## src/rtl/xfer_fifo_pkg.sv

```systemverilog
package xfer_fifo_pkg;

  typedef enum logic {
    XD_TO_DISK = 1'b0,
    XD_TO_HOST = 1'b1
  } xfer_dir_e;

  // fill (or free) level at which service is asked for
  function automatic int unsigned trig_level(int unsigned depth,
                                             int unsigned code,
                                             bit          en);
    int unsigned thr;
    thr = code + 1;
    if (!en || thr >= depth) return 1;
    return depth - thr;
  endfunction

endpackage

```

## src/rtl/xfer_fifo_store.sv

```systemverilog
module xfer_fifo_store #(
  parameter int DEPTH = 16,
  parameter int DW    = 8,
  parameter int PW    = $clog2(DEPTH)
) (
  input  logic          clk,
  input  logic          rst_n,
  input  logic          push_ok,
  input  logic          pop_ok,
  input  logic [DW-1:0] wdata,
  output logic [DW-1:0] head
);

  localparam logic [PW-1:0] LAST_IDX = PW'(DEPTH - 1);

  logic [PW-1:0] wr_ptr, wr_ptr_nxt;
  logic [PW-1:0] rd_ptr, rd_ptr_nxt;
  logic [DW-1:0] mem [DEPTH];

  always_comb begin
    wr_ptr_nxt = wr_ptr;
    rd_ptr_nxt = rd_ptr;
    if (push_ok) wr_ptr_nxt = (wr_ptr == LAST_IDX) ? '0 : wr_ptr + 1'b1;
    if (pop_ok)  rd_ptr_nxt = (rd_ptr == LAST_IDX) ? '0 : rd_ptr + 1'b1;
  end

  always_ff @(posedge clk or negedge rst_n) begin
    if (!rst_n) begin
      wr_ptr <= '0;
      rd_ptr <= '0;
    end else begin
      if (push_ok) wr_ptr <= wr_ptr_nxt;
      if (pop_ok)  rd_ptr <= rd_ptr_nxt;
    end
  end

  for (genvar gi = 0; gi < DEPTH; gi++) begin : g_entry
    logic we;
    assign we = push_ok && (wr_ptr == PW'(gi));
    always_ff @(posedge clk) begin
      if (we) mem[gi] <= wdata;
    end
  end

  assign head = mem[rd_ptr];

endmodule

```

## src/rtl/xfer_fifo_level.sv

```systemverilog
module xfer_fifo_level #(
  parameter int DEPTH = 16,
  parameter int CW    = $clog2(DEPTH + 1)
) (
  input  logic          clk,
  input  logic          rst_n,
  input  logic          push_req,
  input  logic          pop_req,
  input  logic [CW-1:0] cap,
  output logic          push_ok,
  output logic          pop_ok,
  output logic [CW-1:0] count,
  output logic [CW-1:0] count_nxt,
  output logic          err
);

  logic err_nxt;
  logic cnt_en;

  always_comb begin
    push_ok   = push_req && (count < cap);
    pop_ok    = pop_req && (count != '0);
    count_nxt = count;
    case ({push_ok, pop_ok})
      2'b10:   count_nxt = count + 1'b1;
      2'b01:   count_nxt = count - 1'b1;
      default: count_nxt = count;
    endcase
    cnt_en  = push_ok ^ pop_ok;
    err_nxt = err | (push_req & ~push_ok) | (pop_req & ~pop_ok);
  end

  always_ff @(posedge clk or negedge rst_n) begin
    if (!rst_n) begin
      count <= '0;
      err   <= 1'b0;
    end else begin
      if (cnt_en) count <= count_nxt;
      err <= err_nxt;
    end
  end

endmodule

```

## src/rtl/xfer_fifo_req.sv

```systemverilog
module xfer_fifo_req #(
  parameter int DEPTH = 16,
  parameter int CW    = $clog2(DEPTH + 1)
) (
  input  logic          clk,
  input  logic          rst_n,
  input  logic          to_host,
  input  logic [CW-1:0] count_nxt,
  input  logic [CW-1:0] cap,
  input  logic [CW-1:0] lvl,
  input  logic          push_ok,
  input  logic          last_in,
  input  logic          dma_en,
  input  logic          burst,
  input  logic          dma_ack,
  output logic          rqm,
  output logic          irq,
  output logic          dma_req
);

  import xfer_fifo_pkg::*;

  xfer_dir_e     dir;
  logic          req_q, req_nxt;
  logic          eos_q, eos_nxt;
  logic          gap_q, gap_nxt;
  logic          clr_c, set_c;
  logic [CW-1:0] free_nxt;

  always_comb begin
    dir      = to_host ? XD_TO_HOST : XD_TO_DISK;
    free_nxt = (count_nxt >= cap) ? '0 : cap - count_nxt;
    eos_nxt  = 1'b0;
    if (dir == XD_TO_HOST) begin
      if (count_nxt == '0)          eos_nxt = 1'b0;
      else if (push_ok && last_in)  eos_nxt = 1'b1;
      else                          eos_nxt = eos_q;
    end
    if (dir == XD_TO_HOST) begin
      clr_c = (count_nxt == '0);
      set_c = (count_nxt >= lvl) || eos_nxt;
    end else begin
      clr_c = (count_nxt >= cap);
      set_c = (free_nxt >= lvl);
    end
    if (clr_c)      req_nxt = 1'b0;
    else if (set_c) req_nxt = 1'b1;
    else            req_nxt = req_q;
    gap_nxt = dma_ack && dma_en && !burst;
  end

  always_ff @(posedge clk or negedge rst_n) begin
    if (!rst_n) begin
      req_q <= 1'b0;
      eos_q <= 1'b0;
      gap_q <= 1'b0;
    end else begin
      req_q <= req_nxt;
      eos_q <= eos_nxt;
      gap_q <= gap_nxt;
    end
  end

  assign rqm     = req_q;
  assign irq     = req_q && !dma_en;
  assign dma_req = req_q && dma_en && !gap_q;

endmodule

```

## src/rtl/xfer_fifo.sv

```systemverilog
module xfer_fifo #(
  parameter int DEPTH = 16,
  parameter int DW    = 8,
  parameter int THR_W = $clog2(DEPTH),
  parameter int CW    = $clog2(DEPTH + 1)
) (
  input  logic             clk,
  input  logic             rst_n,
  input  logic             cfg_fifo_en,
  input  logic [THR_W-1:0] cfg_thr_code,
  input  logic             cfg_dma_en,
  input  logic             cfg_burst,
  input  logic             dir_to_host,
  input  logic             dsk_push,
  input  logic [DW-1:0]    dsk_wdata,
  input  logic             dsk_last,
  input  logic             dsk_pop,
  output logic [DW-1:0]    dsk_rdata,
  input  logic             host_wr,
  input  logic             host_rd,
  input  logic [DW-1:0]    host_wdata,
  output logic [DW-1:0]    host_rdata,
  input  logic             dma_ack,
  output logic [CW-1:0]    fill,
  output logic             rqm,
  output logic             irq,
  output logic             dma_req,
  output logic             xfer_err
);

  import xfer_fifo_pkg::*;

  logic [1:0]    rst_pipe;
  logic          rst_q;
  logic          push_req, pop_req, push_ok, pop_ok;
  logic [DW-1:0] wdata, head;
  logic [CW-1:0] cap, lvl, count_nxt;

  always_ff @(posedge clk or negedge rst_n) begin
    if (!rst_n) rst_pipe <= 2'b00;
    else        rst_pipe <= {rst_pipe[0], 1'b1};
  end
  assign rst_q = rst_pipe[1];

  always_comb begin
    push_req = dir_to_host ? dsk_push : (host_wr | dma_ack);
    pop_req  = dir_to_host ? (host_rd | dma_ack) : dsk_pop;
    wdata    = dir_to_host ? dsk_wdata : host_wdata;
    cap      = cfg_fifo_en ? CW'(DEPTH) : CW'(1);
    lvl      = CW'(trig_level(DEPTH, 32'(cfg_thr_code), cfg_fifo_en));
  end

  xfer_fifo_store #(.DEPTH(DEPTH), .DW(DW)) u_store (
    .clk     (clk),
    .rst_n   (rst_q),
    .push_ok (push_ok),
    .pop_ok  (pop_ok),
    .wdata   (wdata),
    .head    (head)
  );

  xfer_fifo_level #(.DEPTH(DEPTH), .CW(CW)) u_level (
    .clk       (clk),
    .rst_n     (rst_q),
    .push_req  (push_req),
    .pop_req   (pop_req),
    .cap       (cap),
    .push_ok   (push_ok),
    .pop_ok    (pop_ok),
    .count     (fill),
    .count_nxt (count_nxt),
    .err       (xfer_err)
  );

  xfer_fifo_req #(.DEPTH(DEPTH), .CW(CW)) u_req (
    .clk       (clk),
    .rst_n     (rst_q),
    .to_host   (dir_to_host),
    .count_nxt (count_nxt),
    .cap       (cap),
    .lvl       (lvl),
    .push_ok   (push_ok),
    .last_in   (dsk_last),
    .dma_en    (cfg_dma_en),
    .burst     (cfg_burst),
    .dma_ack   (dma_ack),
    .rqm       (rqm),
    .irq       (irq),
    .dma_req   (dma_req)
  );

  assign dsk_rdata  = head;
  assign host_rdata = head;

endmodule

```

## config.mk

```make
export PLATFORM = sky130hd
export DESIGN_NAME = xfer_fifo
export DESIGN_NICKNAME = d
export VERILOG_FILES = /design/src/rtl/xfer_fifo_pkg.sv /design/src/rtl/xfer_fifo_store.sv /design/src/rtl/xfer_fifo_level.sv /design/src/rtl/xfer_fifo_req.sv /design/src/rtl/xfer_fifo.sv
export SDC_FILE = /design/constraint.sdc
export NUM_CORES = 1
export LEC_CHECK = 0
export BUFFER_PORTS_ARGS = -buffer_cell sky130_fd_sc_hd__buf_2
export CORE_AREA = 2 2 171 173
export DETAILED_ROUTE_END_ITERATION = 8
export DIE_AREA = 0 0 173 175
export GPL_TIMING_DRIVEN = 0
export PLACE_DENSITY = 0.42
export SLEW_MARGIN = 40
export SYNTH_ARGS = -nofsm -noshare
export SYNTH_HDL_FRONTEND = slang
export SYNTH_HIERARCHICAL = 1
export SYNTH_SLANG_ARGS = --single-unit
```

## constraint.sdc

```tcl
create_clock -name clk -period 2.3 [get_ports clk]
set_clock_uncertainty 0.15 [all_clocks]
set_input_delay 0.23 -clock clk [delete_from_list [all_inputs] [get_ports clk]]
set_output_delay 0.23 -clock clk [all_outputs]
set_load 0.01 [all_outputs]
```

# Word level (Yosys, flattened, before mapping)
# Memories as Yosys holds them, arrays and structs flattened.
# Cells that the tools add are included.
[word_totals]
ff_bits = 19
latchBits = 0
ram_bits = 128
mem_bits_ro = 0
input_bits = 32
out_inout_bits = 25
elab_cells = 193
mem_count = 1
[op_classes]
n_addsub = 7
mul = 0
div = 0
magnitude_cmp = 5
n_eq_ne = 18
n_shift = 0
mux = 96
n_bitwise = 9
reduce_logical = 49
[mem_list]
columns = ["memory", "depth", "word_bits", "read_ports", "rd_clocked_by_memory_dff", "wr", "line_no", "rtl"]
rows = [
  ["u_store.mem", 16, 8, 1, 0, 1, "xfer_fifo_store.sv:18", "logic [DW-1:0] mem [DEPTH];"],
]
[ops]
columns = ["operator", "n"]
rows = [
  ["two-way mux 8 bit", 16],
  ["OR reduction 8 bit", 15],
  ["two-way mux 4 bit", 17],
  ["two-way mux 1 bit", 59],
  ["== test 4 bit, second input constant", 9],
  ["logical AND 1 bit", 24],
  ["== test 4 x 3 -> 1 bit, second input constant", 4],
  [">= comparator 5 bit", 3],
  ["two-way mux 5 bit", 3],
  ["one-hot mux 5 bit (2 select lines)", 1],
  ["adder 4 x 1 -> 4 bit, second input constant", 2],
  ["== test 4 x 2 -> 1 bit, second input constant", 2],
  ["adder 4 x 1 -> 5 bit, second input constant", 1],
  ["adder 5 x 1 -> 5 bit, second input constant", 1],
  [">= comparator 5 bit, second input constant", 1],
  ["logical NOT 5 bit", 1],
  ["less-than comparator 5 bit", 1],
  ["nonzero test 5 bit", 1],
  ["subtractor 5 x 1 -> 5 bit, second input constant", 1],
  ["subtractor 5 bit", 1],
  ["subtractor 5 bit, first input constant", 1],
  ["== test 4 x 1 -> 1 bit, second input constant", 1],
  ["logical NOT 1 bit", 4],
  ["logical NOT 4 bit", 1],
  ["other kinds (8)", 14],
]

# Depth between registers and ports, before layout
# Gate-level depths: netlist (run 1).
[logic_depth]
depth_word = 22
ltp_mapped = 23
mapped_depth_nobuf = 23

# Cells and area by module
# The synthesis (run 1) kept the hierarchy.
[by_module_without_submodules]
columns = ["mod", "instances", "cells_each", "area_each_um2", "seq_area_each_um2"]
rows = [
  ["xfer_fifo_store", 1, 269, 5425.2, 4043.9],
  ["xfer_fifo_req", 1, 76, 604.3, 75.1],
  ["xfer_fifo_level", 1, 56, 538.0, 150.1],
  ["xfer_fifo", 1, 56, 449.2, 50.0],
]

# Worst setup path before layout (run 1)
# OpenSTA, ideal clock, no wires.
[synth_timing]
path_type = "reg2reg"
start = "reg u_level.count[0]"
end = "reg u_req.req_q, in the netlist u_req/rqm"
setup_time_ns = 0.131
arrival_time_ns = 4.225
t_required_ns = 2.019
path_slack_ns = -2.206
path_stages_with_launch = 21
path_buffers = 0
period_less_slack_ns = 4.506
cell_sequence = "dfrtp_1 > or4_1 > nor2_2 > nor2b_1 > ha_1 > ha_1 > a21o_2 > a21oi_1 > xor2_1 > o21ai_0 > inv_1 > ha_1 > o21a_1 > o31a_1 > o31ai_2 > nor2_1 > ha_1 > a21oi_1 > o21ai_0 > a41oi_1 > o2bb2ai_1"
[synth_between]
elab_chain_len = 10
word_cells_on_any_way = 24
cone_classes = "3 x add/sub; 4 x order compare; 2 x eq/ne; 8 x mux; 7 x reduce/logical"
[synth_lines]
columns = ["element", "line_no", "rtl"]
rows = [
  ["from (decl)", "xfer_fifo_level.sv:12", "output logic [CW-1:0] count,"],
  ["from (signal assigned)", "xfer_fifo_level.sv:38", "if (cnt_en) count <= count_nxt;"],
  ["nonzero test 5 bit (*)", "xfer_fifo_level.sv:22", "pop_ok = pop_req && (count != '0);"],
  ["logical AND 1 bit (*)", "xfer_fifo_level.sv:22", ""],
  ["named net pop_ok", "xfer_fifo.sv:35", "logic push_req, pop_req, push_ok, pop_ok;"],
  ["== test 2 x 1 -> 1 bit or == test 2 bit (tied branches)", "xfer_fifo_level.sv:24", "case ({push_ok, pop_ok})"],
  ["one-hot mux 5 bit (2 select lines) (*)", "xfer_fifo_level.sv:24", ""],
  ["named net count_nxt[3]", "xfer_fifo.sv:37", "logic [CW-1:0] cap, lvl, count_nxt;"],
  ["branches (longest 6 deep; another with subtractor 5 bit)", "--", ""],
  ["to (signal assigned)", "xfer_fifo_req.sv:58", "req_q <= req_nxt;"],
  ["to (decl)", "xfer_fifo_req.sv:24", "logic req_q, req_nxt;"],
]
# Mark *: on every way through the listed nets, which the timed path passes.
# A chain may end at the register's enable or synchronous reset.

# Worst setup path in the final report (run 1)
[layout_timing]
start = "reg u_level.count[1]"
end = "reg u_req.req_q, in the netlist u_req/rqm"
# The elaborated chain is that of the path after synthesis.

==> results of run 1 <==
logic make-up after synthesis:
family                     Yosys count
and+or+nand+nor                    100
buffers and inverters               49
muxes                               43
xor gates and xnor gates            15
DFF                                147
adders and majority gates           33
AOI/OAI and AO/OA                   68
other                                2
timing repair:
item / in CTS / in global routing
setup buffers: 40 / 30
pin swaps: 56 / 52
gates resized for setup: 99 / 38
hold buffers: 6 / 0
endpoints found under the hold margin: 4 / 0
cloned: 1 / 1
setup endpoints to repair: 151 / 155
worst max-delay path, cell delays in order, from the launching register on:
cell and delay, ns:
dfrtp_2 0.44, or4_4 0.53, nor2_4 0.15, nor2b_4 0.06, ha_4 0.20, ha_4 0.32
nand3_2 0.10, and3b_2 0.25, nor3_4 0.19, xor2_2 0.24, inv_2 0.08, ha_4 0.31
nor2_4 0.04, a31oi_4 0.16, o31ai_4 0.12, buf_4 0.16, a211oi_4 0.26, ha_4 0.17
nand3b_1 0.08, o21ai_1 0.10, a41oi_2 0.06, o2bb2ai_2 0.15
power groups by stage:
stage	sequential (mW)	clock [mW]	combinational, mW
finish	3.47	2.57	8.54
global route	3.51	2.74	9.30
CTS	3.46	2.63	7.79
detailed placement	3.55	0	5.73
global placement	3.53	0	5.60
floorplan	3.50	0	4.13
per-stage QoR:
stage	cell area (sq um)	hold WS [ns]	TNS, ns	setup WS [ns]
detailed placement	8018	-0.1327	-73.07	-2.571
global placement	8011	-0.1317	-72.07	-2.439
finish	9842	0.06252	-29.68	-2.090
global route	9842	0.1056	-51.73	-2.242
CTS	9358	0.08445	-205.12	-2.017
floorplan	7251	-0.2156	-3.617	-1.875
final timing paths:
| path | startpoint | endpoint | depth (start not counted) |
|---|---|---|---|
| max in group asynchronous | rst_n | rst_pipe[1] | 3 |
| worst min register to register | rst_pipe[1] | u_req/gap_q | 0 |
| worst min-delay path | rst_pipe[1] | u_req/gap_q | 0 |
| worst max-delay path | u_level/count[1] | u_req/rqm | 21 |
| worst max register to register | u_level/count[1] | u_req/rqm | 21 |
| min in group clk | dsk_push | u_level/err | 5 |
cell usage in the layout, fill, tap and decap left out, types with 6 or more instances in the layout:
master         instances
edfxtp_1             128
buf_2                 47
mux4_2                31
buf_4                 29
buf_6                 28
buf_12                23
nand2_1               20
inv_1                 20
ha_1                  20
clkbuf_16             18
nor2_4                16
a22oi_2               16
nor2_1                13
dfrtp_1               13
ha_4                  11
mux2_2                10
o21ai_0               10
conb_1                 8
nor2b_1                7
xnor2_1                7
nand2_2                7
nand2b_1               6
dlygate4sd3_1          6
dfrtp_2                6
o21ai_2                6
state kept, by name, indices dropped and copies added (netlist names):
register        flops
u_store/mem       128
u_level/count       5
u_store/rd_ptr      4
u_store/wr_ptr      4
rst_pipe            2
u_level/err         1
u_req/eos_q         1
u_req/gap_q         1
u_req/rqm           1
metal layers:
| metal | track usage, % | part of all wire (%) |
|---|---|---|
| met2 | 20.82 | 51 |
| met1 | 15.19 | 44 |
| met4 | 3.390 | 1.1 |
| met5 | 0 | 0 |
| met3 | 2.437 | 3.6 |
cell type report:
cell class | count | area [sq um]
clock inverter | 11 | 107.6
clock buffer | 20 | 436.7
sequential | 147 | 4327
timing repair buffer | 118 | 1159
multi-input combinational | 267 | 2990
fill | 2754 | 18550
buffer | 25 | 255.2
inverter | 23 | 86.33
tap | 384 | 480.5
==> out/metrics.yaml, run 1 <==
min_path:
  hold_class: "flip-flop to asynchronous set/reset pin"
synth:
  ys_top_cells_by_count: "edfxtp_1 (128), ha_1 (31), nand2_1 (30)"
  syn_area_sq_um: 7017
  synth_cells: 457
  yosysSeqAreaShare_pct: 61.55
  yosys.area_share.adder_pct: 6.098
  ys_ff_latch: 147
  synth_top_area_share_pct: 54.78
  synth_most_common_cell: "edfxtp_1"
  synthMuxAreaShare_pct: 12.68
  synth_top_family_by_area: "multiplexers"
  synth-main-ff-cell: "edfxtp_1"
  yosys-top-cells-area: "edfxtp_1 (55%), dfrtp_1 (6.8%), mux4_2 (6.4%)"
  yosysWarnings: 6
  syn_avg_cell_area_sq_um: 15.35
  synth-xor-area-share_pct: 1.872
  netlist.top_cell.by_area: "edfxtp_1"
  synth-simple-area-share_pct: 6.937
  synth_cell_types: 55
  async_flop_share_pct: 12.93
  synth_compound_area_share_pct: 6.633
  synth_edf_count: 128
pwr:
  netSwitchingFraction_pct: 37.11
  p_seq_share_pct: 23.8
  p_leak_nw: 3.461
  p_int_mw: 9.170
  clkPwrFrac_pct: 17.6
  p_sw_mw: 5.410
  p_comb_share_pct: 58.6
  peakVddDrop_v: 0.0006150
  power_mw: 14.58
  power_density_nw_per_um2: 1481
setup_path:
  path_max_fanout: 6
  required_ns: 2.50
  path_class: "flip-flop to flip-flop"
  crit_path_end_kind: "flip-flop"
  start_kind: "flip-flop"
  reg2reg_setup_slack_ns: -2.09
  worstPathArrival_ns: 4.59
drt:
  wl_per_cell_um: 17.90
  drc: 0
  drt-initial-drc-count: 306
  dr.pass1.iters: 4
  vias: 4353
  via_per_inst: 4.375
  finalWirelength_mm: 17.81
  drt.antenna.violating_nets: 0
global_route:
  antenna_found_initial: 0
  grt_usage_pct: 12.00
  grt_max_degree: 18
  first_global_vias: 4596
  grt_overflow: 0
  grt_pass1_wl_mm: 26.80
job:
  maxCapViolCount: 0
placement:
  port_buffers: 56
  placedCellCount: 903
  place_congestion: 0.7448
  hpwl_mm: 11.68
sta:
  hold_viol_final: 0
  setup_slack_ns: -2.090
  setup_viol: 150
  fin_crit_sh_pct: 190.9
  final.min_clock_period_ns: 4.390
  maxSlewViolCount: 0
  worst_pin_slew_ns: 0.6829
  rsz0062_at_grt: "true"
  fmax_mhz: 227.8
  slew_headroom_pct: 54.47
die:
  io_pins: 57
  die_w_um: 173
  start_util_pct: 24.71
  row_count: 62
  die_area_sq_um: 30280
  die_h_um: 175
  core_area_sq_um: 28390
layout:
  post-route-util_pct: 34.66
  diodes: 0
  fin_nets: 664
  area_delta_synth_final_pct: 40.26
  drive_gt1_share_pct: 49.59
  final_cells: 995
outcome:
  run_status: "complete, but fails checks"
  violations: "negative setup slack"
clock_network:
  cts_tree: "yes"
  cts.clk_slew.worst_paths_ns: 0.07
  cts.sink_count: 147
  insertion_delay_ns: 0.43
  root_buffer: "clkbuf_16"
  clockBufferDepth: 2
  cts-buffers-inserted: 17
  cts_max_level: 4
Note: power is estimated with default switching activity, not from simulation.
==> run 2: changes to the inputs <==
--- a/config.mk
+++ b/config.mk
@@ -6,13 +6,13 @@
 export NUM_CORES = 1
 export LEC_CHECK = 0
 export BUFFER_PORTS_ARGS = -buffer_cell sky130_fd_sc_hd__buf_2
-export CORE_AREA = 2 2 171 173
+export CORE_AREA = 2 2 168 170
 export DETAILED_ROUTE_END_ITERATION = 8
-export DIE_AREA = 0 0 173 175
+export DIE_AREA = 0 0 170 172
 export GPL_TIMING_DRIVEN = 0
 export PLACE_DENSITY = 0.42
+export REMOVE_ABC_BUFFERS = 1
 export SLEW_MARGIN = 40
 export SYNTH_ARGS = -nofsm -noshare
 export SYNTH_HDL_FRONTEND = slang
-export SYNTH_HIERARCHICAL = 1
 export SYNTH_SLANG_ARGS = --single-unit
==> run 2 against run 1 <==
Net effect: count of clock-buffer cells in the layout shrank 1; via count shrank 5.8%; critical endpoint is now u_req.rqm; clock power grew 12%; critical path depth grew 1; the flow still finishes with violations (negative setup slack); cell area shrank 9.0%; worst setup slack lost 0.41 ns; flip-flop and latch count is the same; fmax shrank 8.6%; critical path type unchanged.
==> out/metrics.yaml, run 2 <==
sta:
  rsz0062_at_grt: "true"
  fin_crit_sh_pct: 208.8  # +18 points
  worst_pin_slew_ns: 0.5168  # -0.1662 ns
  final.min_clock_period_ns: 4.803  # +0.4135 ns
  slew_headroom_pct: 65.55  # +11 points
  setup_slack_ns: -2.503  # -0.4135 ns
  maxSlewViolCount: 0  # unchanged
  fmax_mhz: 208.2  # -8.6%
  setup_viol: 142  # -5.3%
  hold_viol_final: 0  # unchanged
  worst_hold_slack_ns: 0.04291  # -0.01961 ns
  fin_setup_tns_ns: -28.85  # +0.8301 ns
placement:
  port_buffers: 56  # unchanged
  dpl_cell_area_sq_um: 7410  # -7.6%
  place_congestion: 0.7134  # -4.2%
  hpwl_mm: 10.68  # -8.6%
pwr:
  power_density_nw_per_um2: 1456  # -1.8%
  power_mw: 13.04  # -11%
  p_leak_nw: 3.271  # -5.5%
  peakVddDrop_v: 0.0005793  # -5.8%
die:
  row_count: 61  # -1.6%
  core_area_sq_um: 27480  # -3.2%
  start_util_pct: 24.70  # about the same
  die_h_um: 172  # -1.7%
  die_w_um: 170  # -1.7%
  die_area_sq_um: 29240  # -3.4%
  io_pins: 57  # unchanged
global_route:
  grt_overflow: 0  # unchanged
  first_global_vias: 4095  # -11%
  grt_max_degree: 27  # +9
  grt_pass1_wl_mm: 24.35  # -9.1%
  grt_usage_pct: 11.61  # -0.39 points
  antenna_found_initial: 0  # unchanged
synth:
  syn_avg_cell_area_sq_um: 14.82  # -3.5%
  synth_cells: 458  # +0.22%
  ys_ff_latch: 147  # unchanged
  yosys-top-cells-area: "edfxtp_1 (57%), dfrtp_1 (7.0%), mux4_2 (5.3%)"
  synth-main-ff-cell: "edfxtp_1"
  synth_edf_count: 128  # unchanged
  synthMuxAreaShare_pct: 12.13  # -0.55 points
  netlist.top_cell.by_area: "edfxtp_1"
  async_flop_share_pct: 12.93  # unchanged
  yosysSeqAreaShare_pct: 63.63  # +2.1 points
  yosys.area_share.adder_pct: 4.903  # -1.2 points
  syn_area_sq_um: 6788  # -3.3%
  synth_compound_area_share_pct: 7.281  # +0.65 points
  synth_top_area_share_pct: 56.63  # +1.8 points
  synth_most_common_cell: "edfxtp_1"
  synth_top_family_by_area: "multiplexers"
  ys_top_cells_by_count: "edfxtp_1 (128), nand2_1 (30), mux2i_1 (26), o21ai_0 (26), ha_1 (25)"
  synth-xor-area-share_pct: 1.548  # -0.32 points
  synth_cell_types: 54  # -1.8%
  yosysWarnings: 0  # -6
  synth-simple-area-share_pct: 7.465  # +0.53 points
job:
  maxCapViolCount: 0  # unchanged
setup_path:
  required_ns: 2.44  # -0.06 ns
  start_kind: "flip-flop"
  path_max_fanout: 4  # -2
  path_class: "flip-flop to flip-flop"
  crit_path_end_kind: "flip-flop"
  worstPathArrival_ns: 4.94  # +0.35 ns
layout:
  diodes: 0  # unchanged
  drive_gt1_share_pct: 44.11  # -5.5 points
  fin_nets: 614  # -7.5%
  post-route-util_pct: 32.60  # -2.1 points
  top_regs: "u_store.mem (128), u_level.count (5)"
  top_register: "u_store.mem"
  final_cell_mix: "edfxtp_1 (128), buf_2 (46), buf_4 (29), mux2i_1 (25), nand2_1 (24)"
  final_area_sq_um: 8957  # -9.0%
  area_delta_synth_final_pct: 31.96
  largest_register_ffs: 128  # unchanged
  mostFrequentLayoutCell: "edfxtp_1"
clock_network:
  cts-buffers-inserted: 17  # unchanged
  clockBufferDepth: 2  # unchanged
  cts_tree: "yes"
  cts_max_level: 4  # unchanged
  root_buffer: "clkbuf_16"
  insertion_delay_ns: 0.42  # about the same
  cts.clk_slew.worst_paths_ns: 0.06  # about the same
  cts.sink_count: 147  # unchanged
drt:
  finalWirelength_mm: 16.94  # -4.9%
  dr.pass1.iters: 4  # unchanged
  drt-initial-drc-count: 158  # -48%
  drc: 0  # unchanged
  drt.antenna.violating_nets: 0  # unchanged
  vias: 4100  # -5.8%
  via_per_inst: 4.481  # +2.4%
  wl_per_cell_um: 18.51  # +3.4%
min_path:
  hold_class: "flip-flop to asynchronous set/reset pin"
outcome:
  run_status: "complete, but fails checks"
  violations: "negative setup slack"
==> run 2: changes by cell type in the layout (fill, tap and decap cells not counted), moves of 10 or more <==
| cell | previous run | this run |
|---|---|---|
| and2_4 | 0 | 16 |
| buf_12 | 23 | 5 |
| nor2_4 | 16 | 4 |
| mux2i_1 | 0 | 25 |
| buf_6 | 28 | 15 |
| a22oi_2 | 16 | 6 |
| mux4_2 | 31 | 16 |
==> run 2: final timing paths <==
| path | to | startpoint | slack [ns] | cells after the start |
|---|---|---|---|---|
| worst max-delay path | u_req.rqm | u_level.count[3] | -2.50 | 22 |
| worst min-delay path | u_req.rqm | rst_pipe[1] | 0.04 | 0 |
| worst max register to register | u_req.rqm | u_level.count[3] | -2.50 | 22 |
| worst min register to register | u_req.rqm | rst_pipe[1] | 0.04 | 0 |
| max in group asynchronous | rst_pipe[1] | rst_n | 1.35 | 3 |
| min in group clk | u_level.err | dsk_push | 0.08 | 4 |
==> run 2: per-stage QoR <==
step	worst slack, ns	std cells
final	-2.503	915
after global routing	-2.770	915
after CTS	-2.601	889
after detailed placement	-3.692	836
after global placement	-3.597	834
after floorplan	-2.973	432
==> run 2: area by class of cell <==
cell class / instances / area (sq um)
Clock buffer: 19 / 432.9
Clock inverter: 13 / 181.4
Fill cell: 2737 / 18520
Inverter: 15 / 58.81
Multi-Input combinational cell: 270 / 2619
Sequential cell: 147 / 4335
Tap cell: 346 / 432.9
Timing Repair Buffer: 105 / 897.1
==> run 2: kinds of logic after synthesis <==
logic type               after synthesis
flip-flops                           147
other                                  1
AND/OR/NAND/NOR                       96
adder cells (fa/ha/maj)               26
buffers and inverters                 41
AO/OA/AOI/OAI                         75
multiplexers                          60
XOR/XNOR                              12
==> run 2: routing by layer <==
metal  global-route usage, %  up-vias  wire, um
li1                        -     1939         -
met4                   4.311        0       206
met5                       0        -         0
met2                   20.18       78      8463
met1                   14.41     2073      7771
met3                   2.197       10       498
==> run 2: power by group <==
group | internal (mW) | leakage (nW) | switching (mW)
clock network | 1.81 | 0.289 | 1.07
logic | 3.35 | 1.61 | 3.24
registers | 3.21 | 1.37 | 0.364
total | 8.37 | 3.27 | 4.67
==> run 2: timing repair <==
| item | in CTS | in global routing |
|---|---|---|
| gates resized for setup | 68 | 66 |
| hold buffers | 5 | 0 |
| hold endpoints to repair | 4 | 0 |
| setup buffers | 16 | 23 |
| pin swaps | 33 | 41 |
| endpoints found under the setup margin | 152 | 151 |
| cloned | 0 | 3 |
==> run 2: worst max-delay path, cell delays in order (launching register included) <==
cell	delay (ns)
dfrtp_2	0.40
or4_4	0.56
o21ai_2	0.14
and3b_2	0.23
inv_4	0.04
ha_4	0.19
fa_2	0.38
nand3_2	0.08
a21boi_2	0.05
nor3_2	0.22
xor2_1	0.26
inv_2	0.09
ha_4	0.27
inv_2	0.03
o41a_1	0.37
or2_4	0.24
ha_1	0.28
nand2b_4	0.13
a21o_1	0.19
a21oi_2	0.14
o21ai_1	0.06
nand2_1	0.08
o22ai_2	0.07
